<file path="src/rtl/reloc_limit_unit.sv">
module reloc_limit_unit #(
  parameter int VA_W = 16,
  parameter int PA_W = 20
) (
  input  logic            clk,
  input  logic            rst_n,
  input  logic            cfg_we,
  input  logic            cfg_sel,
  input  logic [PA_W-1:0] cfg_data,
  input  logic            req_valid,
  input  logic            req_write,
  input  logic [VA_W-1:0] req_vaddr,
  output logic            mem_valid,
  output logic            mem_write,
  output logic [PA_W-1:0] mem_paddr,
  output logic            exc_pending,
  output logic            exc_write,
  output logic [1:0]      exc_code,
  output logic [VA_W-1:0] exc_vaddr,
  input  logic            exc_ack
);

  localparam int SUM_W = PA_W + 1;

  logic [PA_W-1:0]  base_q;
  logic [VA_W-1:0]  ceil_q;
  logic [SUM_W-1:0] sum;
  logic             over_ceil, over_phys, fault, capture;

  assign sum       = SUM_W'(base_q) + SUM_W'(req_vaddr);
  assign over_ceil = req_vaddr > ceil_q;
  assign over_phys = sum[PA_W];
  assign fault     = req_valid && (over_ceil || over_phys);
  assign capture   = fault && (!exc_pending || exc_ack);

  always_ff @(posedge clk) begin
    if (!rst_n) begin
      base_q <= '0;
      ceil_q <= '0;
    end else if (cfg_we) begin
      if (cfg_sel) ceil_q <= cfg_data[VA_W-1:0];
      else         base_q <= cfg_data;
    end
  end

  always_ff @(posedge clk) begin
    if (!rst_n) begin
      mem_valid <= 1'b0;
      mem_write <= 1'b0;
      mem_paddr <= '0;
    end else begin
      mem_valid <= req_valid && !fault;
      if (req_valid && !fault) begin
        mem_write <= req_write;
        mem_paddr <= sum[PA_W-1:0];
      end
    end
  end

  always_ff @(posedge clk) begin
    if (!rst_n) begin
      exc_pending <= 1'b0;
      exc_write   <= 1'b0;
      exc_code    <= '0;
      exc_vaddr   <= '0;
    end else begin
      if (exc_ack) exc_pending <= 1'b0;
      if (fault)   exc_pending <= 1'b1;
      if (capture) begin
        exc_write <= req_write;
        exc_code  <= {over_phys, over_ceil};
        exc_vaddr <= req_vaddr;
      end
    end
  end

  p_paddr_r1: assert property (@(posedge clk) disable iff (!rst_n)
    req_valid && !over_ceil && !over_phys |=>
      mem_valid && (mem_paddr - $past(base_q)) == PA_W'($past(req_vaddr)));

  p_ceiling_r2: assert property (@(posedge clk) disable iff (!rst_n)
    req_valid && req_vaddr > ceil_q |=> !mem_valid && exc_pending);

  p_no_overflow_r3: assert property (@(posedge clk) disable iff (!rst_n)
    mem_valid |-> !$past(over_phys));

  p_idle_r4: assert property (@(posedge clk) disable iff (!rst_n)
    !req_valid |=> !mem_valid);

  p_cfg_base_r6: assert property (@(posedge clk) disable iff (!rst_n)
    cfg_we && !cfg_sel |=> base_q == $past(cfg_data));

  p_hold_r7: assert property (@(posedge clk) disable iff (!rst_n)
    exc_pending && !exc_ack |=> exc_pending && $stable(exc_vaddr) && $stable(exc_code)
      && $stable(exc_write));

endmodule

</file>
<file path="config.mk">
export PLATFORM = sky130hd
export DESIGN_NAME = reloc_limit_unit
export DESIGN_NICKNAME = d
export VERILOG_FILES = /design/src/rtl/reloc_limit_unit.sv
export SDC_FILE = /design/constraint.sdc
export NUM_CORES = 1
export LEC_CHECK = 0
export ABC_AREA = 1
export CAP_MARGIN = 5
export CORE_UTILIZATION = 55
export CTS_BUF_LIST = sky130_fd_sc_hd__clkbuf_4 sky130_fd_sc_hd__clkbuf_8 sky130_fd_sc_hd__clkbuf_16
export CTS_CLUSTER_SIZE = 20
export DETAILED_ROUTE_END_ITERATION = 12
export DONT_BUFFER_PORTS = 1
export PLACE_DENSITY = 0.83
export SLEW_MARGIN = 30
export SYNTH_ARGS = -nofsm -noshare
export SYNTH_HDL_FRONTEND = slang
export SYNTH_SLANG_ARGS = --single-unit
export TNS_END_PERCENT = 100
</file>
<file path="constraint.sdc">
create_clock -name clk -period 1.8 [get_ports clk]
set_input_delay 0.09 -clock clk [delete_from_list [all_inputs] [get_ports clk]]
set_output_delay 0.09 -clock clk [all_outputs]
set_load 0.01 [all_outputs]
</file>
==> flow_summary_export.csv, run 1 <==
group,metric,value,unit
setup_path,reg2reg_from,"base_q[5]",
cells_and_area,drive_above_1_share,29.5,%
synthesis,yosysWarnings,0,
floorplan,row_count,31,
setup_path,cp_num_buf_inv,1,
synthesis,synth_area_per_cell,6.87,um^2
clocking,hold_buffers,56,
setup_path,critPathSlowestCell,"dfxtp_2",
clocking,numClockSinks,78,
synthesis,synth_edf_count,0,
timing,setup_slack,-374,ps
cells_and_area,fill_cells,349,
synthesis,yosys_register_bits,78,
floorplan,core,7410,um^2
setup_path,cpPeakStageDelay,350,ps
setup_path,crit_path_max_fanout,5,
synthesis,synth_nets,703,
cells_and_area,final_nets,811,
clocking,clk_path_buf_depth,2,
floorplan,die_w,90.5,um
global_route,grt_overflow_total,0,
clocking,cts_root_buffer,"clkbuf_8",
timing,hold_viol,21,
setup_path,end_kind,"flip-flop",
timing,tightest_slew,838,ps
setup_path,crit_end,"mem_paddr[4]",
drt,routedWlPerCell,20.2,um
timing,fmax,460,MHz
synthesis,syn_inst,627,
place,place_area,4910,um^2
timing,rsz0062_at_grt,"true",
drt,ant_nets,0,
drt,post_drt_via_cell_ratio,5.99,
place,port_buffers,0,
setup_path,reg2reg_slack,-370,ps
floorplan,die_y,90.5,um
power_and_ir_drop,power_density,822,nW/um^2
global_route,track_usage,34.1,%
setup_path,reg2reg_depth,15,
cells_and_area,area_growth,47.4,%
global_route,grt_pass1_wl,21800,um
setup_path,cp_data_arrival_time,2460,ps
synthesis,syn_area,4310,um^2
clocking,clkLatencyLatePin,380,ps
global_route,grt_start_max_net_pins,59,
setup_path,cp_common_cell,"nand2_1",
timing,hold_slack,-175,ps
run_status,violations,"hold timing, setup timing",
power_and_ir_drop,power.leakage,0.00293,uW
synthesis,ys.flop_type,"dfxtp_1",
clocking,path_clk_slew,100,ps
cells_and_area,final_area,6350,um^2
floorplan,ios,85,
timing,setup_viol,42,
global_route,grt_pass1_vias,4756,
drt,first_pass_iters,5,
run,cap_violations,0,
power_and_ir_drop,vdd_ir_drop_max,0.000454,V
synthesis,async_flop_share,0,%
drt,detail_route.iter0.violations,531,
timing,drv_slew,0,
run_status,outcome,"finished, violations left",
global_route,grt_antenna_before_repair,0,
timing,finalClockSkew,22.5,ps
setup_path,cpLargestDelayFamily,"simple AND/OR/NAND/NOR gates",
cells_and_area,layout.cells.non_filler,839,
clocking,cts-htree-levels,3,
setup_path,cp.required,2090,ps
setup_path,critical_path_class,"reg -> reg",
drt,drc,0,
drt,wl,16900,um
clocking,cts_tree,"yes",
timing,tns,-12150,ps
setup_path,crit_path_cell_trace,"ha_4 -> nand2_1 -> nand2_1 -> nand2_2 -> nand2_1 -> nand2_1 -> nand2_1 -> nand2_1 -> nand2_1 -> nor2_4 -> nand2_4 -> nor2_4 -> clkbuf_16 -> nand2_1 -> a21oi_1",
clocking,cts_buffers,9,
synthesis,yosys.cell_types.count,30,
drt,vias,5022,
min_path,min_path_cells,2,
setup_path,r2r_end,"mem_paddr[4]",
setup_path,worstSetupStartpointType,"flip-flop",
place,gp_congestion,0.891,
place,hpwl,7830,um
timing,fin_crit_sh,121,%
setup_path,worst-path-stages,15,
floorplan,die_area,8190,um^2
power_and_ir_drop,power.total,5220,uW
timing,period_needed,2170,ps
min_path,hold_class,"in -> reg",
synthesis,seq_area_frac_synth,36.2,%
floorplan,initial_core_util,58.2,%
setup_path,startpoint,"base_q[5]",
timing,maxSlewHeadroom,44.1,%
cells_and_area,antennaDiodeCount,0,
place,placed_cells,757,
## power by group
group	total [uW]	internal, uW	leakage [uW]	switching, uW
clock	1700	978	0.000123	721
combinational	1500	698	0.00216	802
sequential	2030	1880	0.000649	148
## cells by family after synthesis
kind of cell,after synthesis,share of synthesized area [%]
xor+xnor,13,2.64
simple gates,293,28.2
flops,78,36.2
fa+ha+maj,33,9.75
compound gates,115,14.3
buf+inv,95,8.91
## metrics by stage
step	utilization (%)	worst slack, ps
6_report	85.7	-374
4_1_cts	79.7	-108
5_1_grt	85.7	-432
2_1_floorplan	-	-6.29
3_5_place_dp	66.2	-258
3_3_place_gp	66.2	-137
## worst min path at each step
stage	startpoint	slack, ps	endpoint
after global placement	req_vaddr[10]	220	exc_vaddr[10]
final	req_vaddr[2]	-170	exc_vaddr[2]
after floorplan	req_vaddr[10]	220	exc_vaddr[10]
after detailed placement	rst_n	220	mem_paddr[16]
after global routing	req_vaddr[3]	-150	exc_vaddr[3]
after CTS	rst_n	-170	mem_paddr[16]
## cells in the mapped netlist, drive strengths merged (5+ instances only)
library cell / count / area, um^2
a21o: 5 / 37.5
a21oi: 60 / 304
buf: 9 / 61.3
clkbuf: 13 / 48.8
dfxtp: 78 / 1560
ha: 32 / 400
inv: 73 / 274
nand2: 157 / 604
nand3: 20 / 113
nand4: 6 / 37.5
nor2: 102 / 405
nor3: 6 / 40.0
o21ai: 40 / 200
o21bai: 8 / 60.1
xor2: 10 / 87.6
## cell usage in the layout, fill, tap and decap left out, types with 3 or more instances in the layout
master         synthesis  layout
nand2_1              153     115
nor2_1                97      83
inv_1                 73      63
dfxtp_1               78      60
buf_4                  2      58
dlygate4sd3_1          0      51
a21oi_1               59      48
o21ai_0               40      34
nand2_2                3      29
ha_4                   0      24
dfxtp_2                0      17
nand3_1               19      16
nand2_4                1      13
a21oi_2                1      12
nor2_2                 3      11
inv_2                  0      10
xor2_1                10      10
clkbuf_8               0      10
nor2_4                 2       8
o21bai_1               8       8
ha_1                  32       8
nand4_1                6       6
o21ai_1                0       6
a21o_1                 5       5
clkbuf_16              0       4
nor3_1                 4       3
bufinv_16              0       3
buf_6                  2       3
buf_12                 0       3
## layer usage
| metal | global-route usage [%] | wire, um | vias to the layer above |
|---|---|---|---|
| li1 | - | - | 2211 |
| met5 | 0 | 0 | - |
| met2 | 63.8 | 8330 | 379 |
| met1 | 34.0 | 5890 | 2321 |
| met4 | 17.7 | 1190 | 0 |
| met3 | 9.26 | 1510 | 111 |
## final cells by class
class,count,area [um^2],area share [%]
inverters,73,274,4.31
repair buffers,119,1140,17.9
multi-input cells,454,2980,46.9
clock inverters,5,106,1.67
well taps,99,124,1.95
clock buffers,11,145,2.28
flip-flops and latches,78,1590,25.0
## sequential cells by signal (all words and copies together), names as in the netlist
signal and cells:
ceil_q 16, mem_paddr 20, mem_valid 1, exc_code 2
exc_vaddr 16, base_q 20, mem_write 1, exc_pending 1
exc_write 1
## timing repair
item,CTS,global route
cloned,0,5
endpoints found under the setup margin,41,50
buffers inserted,3,7
resized for setup,34,98
pin swaps,2,26
endpoints found under the hold margin,59,21
No activity file was read; power rests on OpenSTA's default activity.
==> run 2: changes to the inputs <==
--- a/config.mk
+++ b/config.mk
@@ -13,6 +13,7 @@
 export DETAILED_ROUTE_END_ITERATION = 12
 export DONT_BUFFER_PORTS = 1
 export PLACE_DENSITY = 0.83
+export REMOVE_ABC_BUFFERS = 1
 export SLEW_MARGIN = 30
 export SYNTH_ARGS = -nofsm -noshare
 export SYNTH_HDL_FRONTEND = slang
==> run 2 against run 1 <==
The flow still finishes with violations (hold timing, setup timing). First-iteration DRC count down 34%. Routed wire length is 14% lower. Non-clock buffer count increased by 3. Maximum frequency increased by 4.3%. Clock skew fell by 14 ps. Register-to-register slack better by 90 ps. Worst hold slack better by 27 ps. Critical path depth fell by 3. Largest cell class unchanged. Highest routed layer unchanged.
==> flow_summary_export.csv, run 2 (synthesis results as in run 1) <==
group,metric,value,unit
run_status,outcome,"finished, violations left",
run_status,violations,"hold timing, setup timing",
timing,fin_crit_sh,116,%
cells_and_area,finish.utilization,83.2,%
clocking,cts-htree-levels,3,
power_and_ir_drop,vdd_ir_drop_max,0.000512,V
drt,routedWlPerCell,17.2,um
timing,hold_slack,-148,ps
clocking,clkLatencyLatePin,350,ps
global_route,grt_pass1_vias,4831,
run,cap_violations,0,
global_route,grt_antenna_before_repair,0,
timing,finalClockSkew,8.21,ps
timing,tightest_slew,972,ps
floorplan,row_count,31,
clocking,cts_tree,"yes",
global_route,grt_pass1_wl,22600,um
timing,drv_slew,0,
setup_path,cpPeakStageDelay,330,ps
floorplan,die_area,8190,um^2
setup_path,worstSetupStartpointType,"flip-flop",
setup_path,cp_num_buf_inv,2,
clocking,path_clk_slew,80,ps
power_and_ir_drop,power.leakage,0.00289,uW
cells_and_area,final_nets,814,
drt,vias,4687,
clocking,clk_path_buf_depth,2,
setup_path,cpLargestDelayFamily,"simple AND/OR/NAND/NOR gates",
min_path,min_path_cells,2,
timing,rsz0062_at_grt,"true",
timing,fmax,480,MHz
global_route,track_usage,34.4,%
power_and_ir_drop,power_density,786,nW/um^2
global_route,grt_overflow_total,0,
setup_path,critical_path_class,"reg -> reg",
setup_path,crit_path_cell_trace,"inv_1 -> ha_1 -> nand2_1 -> nor2_1 -> a21oi_1 -> nand2_2 -> nand2_4 -> nand2_4 -> nor2_4 -> buf_6 -> nand2_2 -> a21oi_1",
setup_path,worst-path-stages,12,
floorplan,ios,85,
cells_and_area,antennaDiodeCount,0,
timing,setup_viol,41,
timing,period_needed,2080,ps
place,hpwl,8350,um
setup_path,crit_path_max_fanout,6,
place,gp_congestion,0.914,
cells_and_area,drive_above_1_share,28.0,%
power_and_ir_drop,power.total,4840,uW
setup_path,reg2reg_depth,12,
setup_path,cp_data_arrival_time,2360,ps
min_path,hold_class,"in -> reg",
cells_and_area,reg.largest.list,"base_q: 20 flops, mem_paddr: 20 flops",
timing,setup_slack,-284,ps
timing,hold_viol,21,
drt,detail_route.iter0.violations,350,
drt,post_drt_via_cell_ratio,5.57,
drt,wl,14500,um
floorplan,die_w,90.5,um
clocking,cts_buffers,9,
cells_and_area,mostFrequentLayoutCell,"nand2_1",
setup_path,end_kind,"flip-flop",
floorplan,die_y,90.5,um
timing,maxSlewHeadroom,35.1,%
global_route,grt_start_max_net_pins,59,
clocking,numClockSinks,78,
setup_path,cp.required,2070,ps
drt,drc,0,
floorplan,core,7410,um^2
cells_and_area,final_cell_mix,"nand2_1 (120), nor2_1 (87), inv_1 (66), dfxtp_1 (65), buf_4 (62)",
clocking,cts_root_buffer,"clkbuf_8",
drt,first_pass_iters,7,
place,port_buffers,0,
cells_and_area,area_growth,42.9,%
drt,ant_nets,0,
floorplan,initial_core_util,58.2,%
setup_path,critPathSlowestCell,"dfxtp_1",
==> run 2: worst reg2reg max path, delay by kind of cell (launching register included) <==
| kind | cells | cell delay (ps) |
|---|---|---|
| AOI/OAI and AO/OA | 2 | 350 |
| buffers and inverters | 2 | 260 |
| adders and majority gates | 1 | 320 |
| DFF | 1 | 330 |
| and+or+nand+nor | 7 | 760 |
==> run 2: final cells by class <==
| class | count | area (um^2) |
|---|---|---|
| Multi-Input combinational cell | 454 | 2880 |
| Sequential cell | 78 | 1580 |
| Fill cell | 421 | 1250 |
| Timing Repair Buffer | 122 | 1090 |
| Inverter | 73 | 274 |
| Clock buffer | 10 | 131 |
| Tap cell | 99 | 124 |
| Clock inverter | 6 | 86.3 |
==> run 2: what timing repair did <==
item,4_1_cts,5_1_grt
pin swaps,21,22
hold buffers,56,1
resized for setup,70,63
setup endpoints to repair,42,50
setup buffers,4,3
gates cloned,2,0
hold endpoints to repair,59,21
==> run 2: metal layers <==
layer / routed length [um] / vias to the layer above / share of wire [%] / GRT usage [%]
li1: - / 2213 / - / -
met1: 5700 / 2222 / 39 / 39.9
met2: 7450 / 218 / 51 / 63.1
met3: 1070 / 34 / 7.4 / 7.32
met4: 290 / 0 / 2.0 / 9.54
met5: 0 / - / 0 / 0
==> run 2: per-stage QoR <==
step                      setup WS, ps  setup TNS [ps]  std cells  cell area [um^2]  hold WS, ps
after floorplan                   -451          -12450        605              4200          210
after global placement            -247           -8780        765              4810          217
after detailed placement          -318          -10940        765              4810          222
after CTS                         -130           -3400        843              5940         -157
after global routing              -355          -12020        842              6160         -163
final                             -284           -7840        842              6160         -148
==> run 2: worst paths after layout <==
kind         startpoint            end  slack (ps)
min               rst_n  exc_vaddr[14]        -150
min reg2reg   ceil_q[5]      ceil_q[5]         490
max reg2reg  ceil_q[12]   mem_paddr[3]        -280
max          ceil_q[12]   mem_paddr[3]        -280
==> run 2: power by group <==
| group | total [uW] | leakage, uW | switching, uW | internal [uW] |
|---|---|---|---|---|
| logic | 1350 | 0.00213 | 717 | 638 |
| clock network | 1460 | 0.000110 | 670 | 794 |
| registers | 2020 | 0.000647 | 146 | 1880 |
| total | 4840 | 0.00289 | 1530 | 3310 |
==> run 3: changes to the inputs <==
--- a/config.mk
+++ b/config.mk
@@ -5,7 +5,6 @@
 export SDC_FILE = /design/constraint.sdc
 export NUM_CORES = 1
 export LEC_CHECK = 0
-export ABC_AREA = 1
 export CAP_MARGIN = 5
 export CORE_UTILIZATION = 55
 export CTS_BUF_LIST = sky130_fd_sc_hd__clkbuf_4 sky130_fd_sc_hd__clkbuf_8 sky130_fd_sc_hd__clkbuf_16
@@ -18,4 +17,4 @@
 export SYNTH_ARGS = -nofsm -noshare
 export SYNTH_HDL_FRONTEND = slang
 export SYNTH_SLANG_ARGS = --single-unit
-export TNS_END_PERCENT = 100
+export TNS_END_PERCENT = 30
==> run 3 against run 2 <==
The run ends with setup timing left. Maximum frequency decreased by 25%. Clock-buffer cell count unchanged. Power decreased by 16%. Clock skew increased by 1.6 ps. Largest cell class unchanged. Final cell count decreased by 14%. Critical endpoint is now mem_paddr[5]. Die area decreased by 3.9%. Critical path type unchanged. Non-clock buffer count increased by 1. Core utilization decreased by 7.1 points. Via count decreased by 2.1%.
==> flow_summary_export.csv, run 3 <==
group,metric,value,unit
setup_path,reg2reg_from,"base_q[13]",
synthesis,yosysMostFrequentCell,"nand2_1",
setup_path,critPathSlowestCell,"a221oi_1",
cells_and_area,reg.largest.list,"base_q: 20 flops, mem_paddr: 20 flops",
cells_and_area,antennaDiodeCount,0,
floorplan,die_area,7870,um^2
timing,setup_slack,-988,ps
timing,fmax,359,MHz
clocking,clkLatencyLatePin,370,ps
place,port_buffers,0,
setup_path,worstSetupStartpointType,"flip-flop",
setup_path,cpPeakStageDelay,490,ps
clocking,cts-htree-levels,3,
drt,detail_route.iter0.violations,516,
clocking,cts_tree,"yes",
synthesis,async_flop_share,0,%
cells_and_area,layout.cells.non_filler,725,
clocking,cts_buffers,9,
drt,vias,4587,
floorplan,core,7250,um^2
global_route,grt_start_max_net_pins,41,
min_path,hp-start,"exc_ack",
timing,finalClockSkew,9.83,ps
run_status,outcome,"finished, violations left",
drt,wl,14600,um
min_path,hold_class,"in -> reg",
floorplan,die_w,88.7,um
clocking,path_clk_slew,80,ps
cells_and_area,final_nets,700,
timing,maxSlewHeadroom,52.4,%
power_and_ir_drop,vdd_ir_drop_max,0.000416,V
synthesis,syn_area,4140,um^2
cells_and_area,fill_cells,488,
drt,drc,0,
setup_path,crit_path_cell_trace,"ha_1 -> a21o_1 -> a221oi_1 -> nand2b_1 -> a31o_1 -> a221oi_4 -> buf_4 -> buf_6 -> nand2_2 -> a21oi_2",
timing,setup_viol,42,
timing,rsz0062_at_grt,"true",
power_and_ir_drop,power.total,4040,uW
setup_path,cp_data_arrival_time,3090,ps
clocking,cts_root_buffer,"clkbuf_8",
synthesis,yosys.cell_types.count,56,
power_and_ir_drop,power.leakage,0.00232,uW
synthesis,synth_edf_count,0,
global_route,grt_antenna_before_repair,0,
setup_path,critical_path_class,"reg -> reg",
cells_and_area,final_cell_mix,"nand2_1 (141), dfxtp_1 (75), buf_4 (69), a21oi_1 (62), dlygate4sd3_1 (44)",
timing,fin_crit_sh,155,%
place,placed_cells,655,
synthesis,syn_inst,514,
floorplan,initial_core_util,57.0,%
run,cap_violations,0,
timing,period_needed,2790,ps
setup_path,cp.required,2100,ps
place,gp_congestion,0.976,
synthesis,seq_area_frac_synth,37.7,%
cells_and_area,mostFrequentLayoutCell,"nand2_1",
synthesis,yosys_register_bits,78,
global_route,grt_pass1_vias,4157,
floorplan,row_count,31,
floorplan,ios,85,
drt,routedWlPerCell,20.1,um
synthesis,ys.flop_type,"dfxtp_1",
drt,post_drt_via_cell_ratio,6.33,
synthesis,yosysWarnings,0,
synthesis,synth_area_leader_cell,"dfxtp_1",
synthesis,synth_top_area_share,37.7,%
global_route,grt_overflow_total,0,
floorplan,die_y,88.7,um
clocking,numClockSinks,78,
cells_and_area,final_area,5520,um^2
setup_path,startpoint,"base_q[13]",
place,hpwl,8050,um
setup_path,end_kind,"flip-flop",
timing,drv_slew,0,
cells_and_area,area_growth,33.4,%
synthesis,synth_area_per_cell,8.05,um^2
drt,first_pass_iters,5,
synthesis,netlist_top_cells_area,"dfxtp_1 (38%), nand2_1 (13%), ha_1 (9.7%), a21oi_1 (8.1%), mux2i_1 (4.6%)",
setup_path,crit_path_max_fanout,5,
clocking,clk_path_buf_depth,2,
timing,tightest_slew,713,ps
global_route,track_usage,33.0,%
timing,hold_viol,0,
power_and_ir_drop,power_density,733,nW/um^2
global_route,grt_pass1_wl,19600,um
cells_and_area,drive_above_1_share,20.1,%
drt,ant_nets,0,
run_status,violations,"setup timing",
place,place_area,4660,um^2
synthesis,yosys-top-cells-count,"nand2_1 (145), dfxtp_1 (78), a21oi_1 (67), ha_1 (32), inv_1 (23)",
## run 3: changes by cell type after synthesis, sizes merged, moves of 6 or more
cell / previous run / this run
nor2: 102 / 11
inv: 73 / 24
o21ai: 40 / 12
mux2i: 0 / 19
nand2: 157 / 145
nand3: 20 / 11
a21oi: 60 / 68
xnor2: 3 / 10
xor2: 10 / 3
clkbuf: 13 / 19
o211ai: 0 / 6
o21bai: 8 / 2
o31ai: 0 / 6
## run 3: logic make-up after synthesis
kind of cell,count (synthesis),synth area share (%)
compound gates,129,20.0
xor+xnor,13,2.75
fa+ha+maj,33,10.2
buf+inv,48,4.93
flops,78,37.7
mux,19,4.60
simple gates,194,19.8
## run 3: final timing paths
check | to | cells past startpoint | slack, ps
setup / recovery | mem_paddr[5] | 10 | -990
hold / removal | exc_pending | 2 | 20
setup reg to reg | mem_paddr[5] | 10 | -990
hold reg to reg | ceil_q[7] | 2 | 460
## run 3: timing repair
| item | 4_1_cts | 5_1_grt |
|---|---|---|
| pin swaps | 10 | 9 |
| hold endpoints to repair | 64 | 0 |
| buffers inserted | 3 | 6 |
| gates resized for setup | 20 | 28 |
| setup endpoints to repair | 42 | 42 |
| gates cloned | 2 | 2 |
| hold buffers | 45 | 0 |
## run 3: metal layers
metal | vias to the layer above | wire [um] | GRT usage (%)
li1 | 1999 | - | -
met3 | 110 | 1540 | 8.02
met1 | 2111 | 5250 | 37.8
met5 | - | 0 | 0
met4 | 0 | 1010 | 19.5
met2 | 367 | 6750 | 55.9
## run 3: metrics by stage
stage	util [%]	setup WS (ps)	TNS, ps	hold WS, ps
6_report	76.1	-988	-38470	19.2
5_1_grt	76.1	-1240	-48840	33.2
4_1_cts	74.0	-774	-30350	4.78
3_5_place_dp	64.2	-870	-32090	234
3_3_place_gp	64.2	-725	-27380	227
2_1_floorplan	-	-1060	-39840	225
## run 3: power breakdown
part	internal (uW)	total (uW)	switching, uW
sequential	1830	1930	104
clock	486	1120	639
combinational	465	985	521
total	2780	4040	1260
## run 3: layout make-up
class	count	area, um^2	area share (%)
clock buffers	10	131	2.38
clock inverters	3	15.0	0.272
inverters	24	90.1	1.63
multi-input cells	388	2490	45.1
flip-flops and latches	78	1570	28.4
well taps	99	124	2.24
repair buffers	123	1100	20.0
## run 3: critical path, delay by kind of cell, from the launching register on
kind            cells  cell delay, ps
compound gates      5            1490
flops               1             330
fa+ha+maj           1             310
simple gates        2             300
buf+inv             2             300
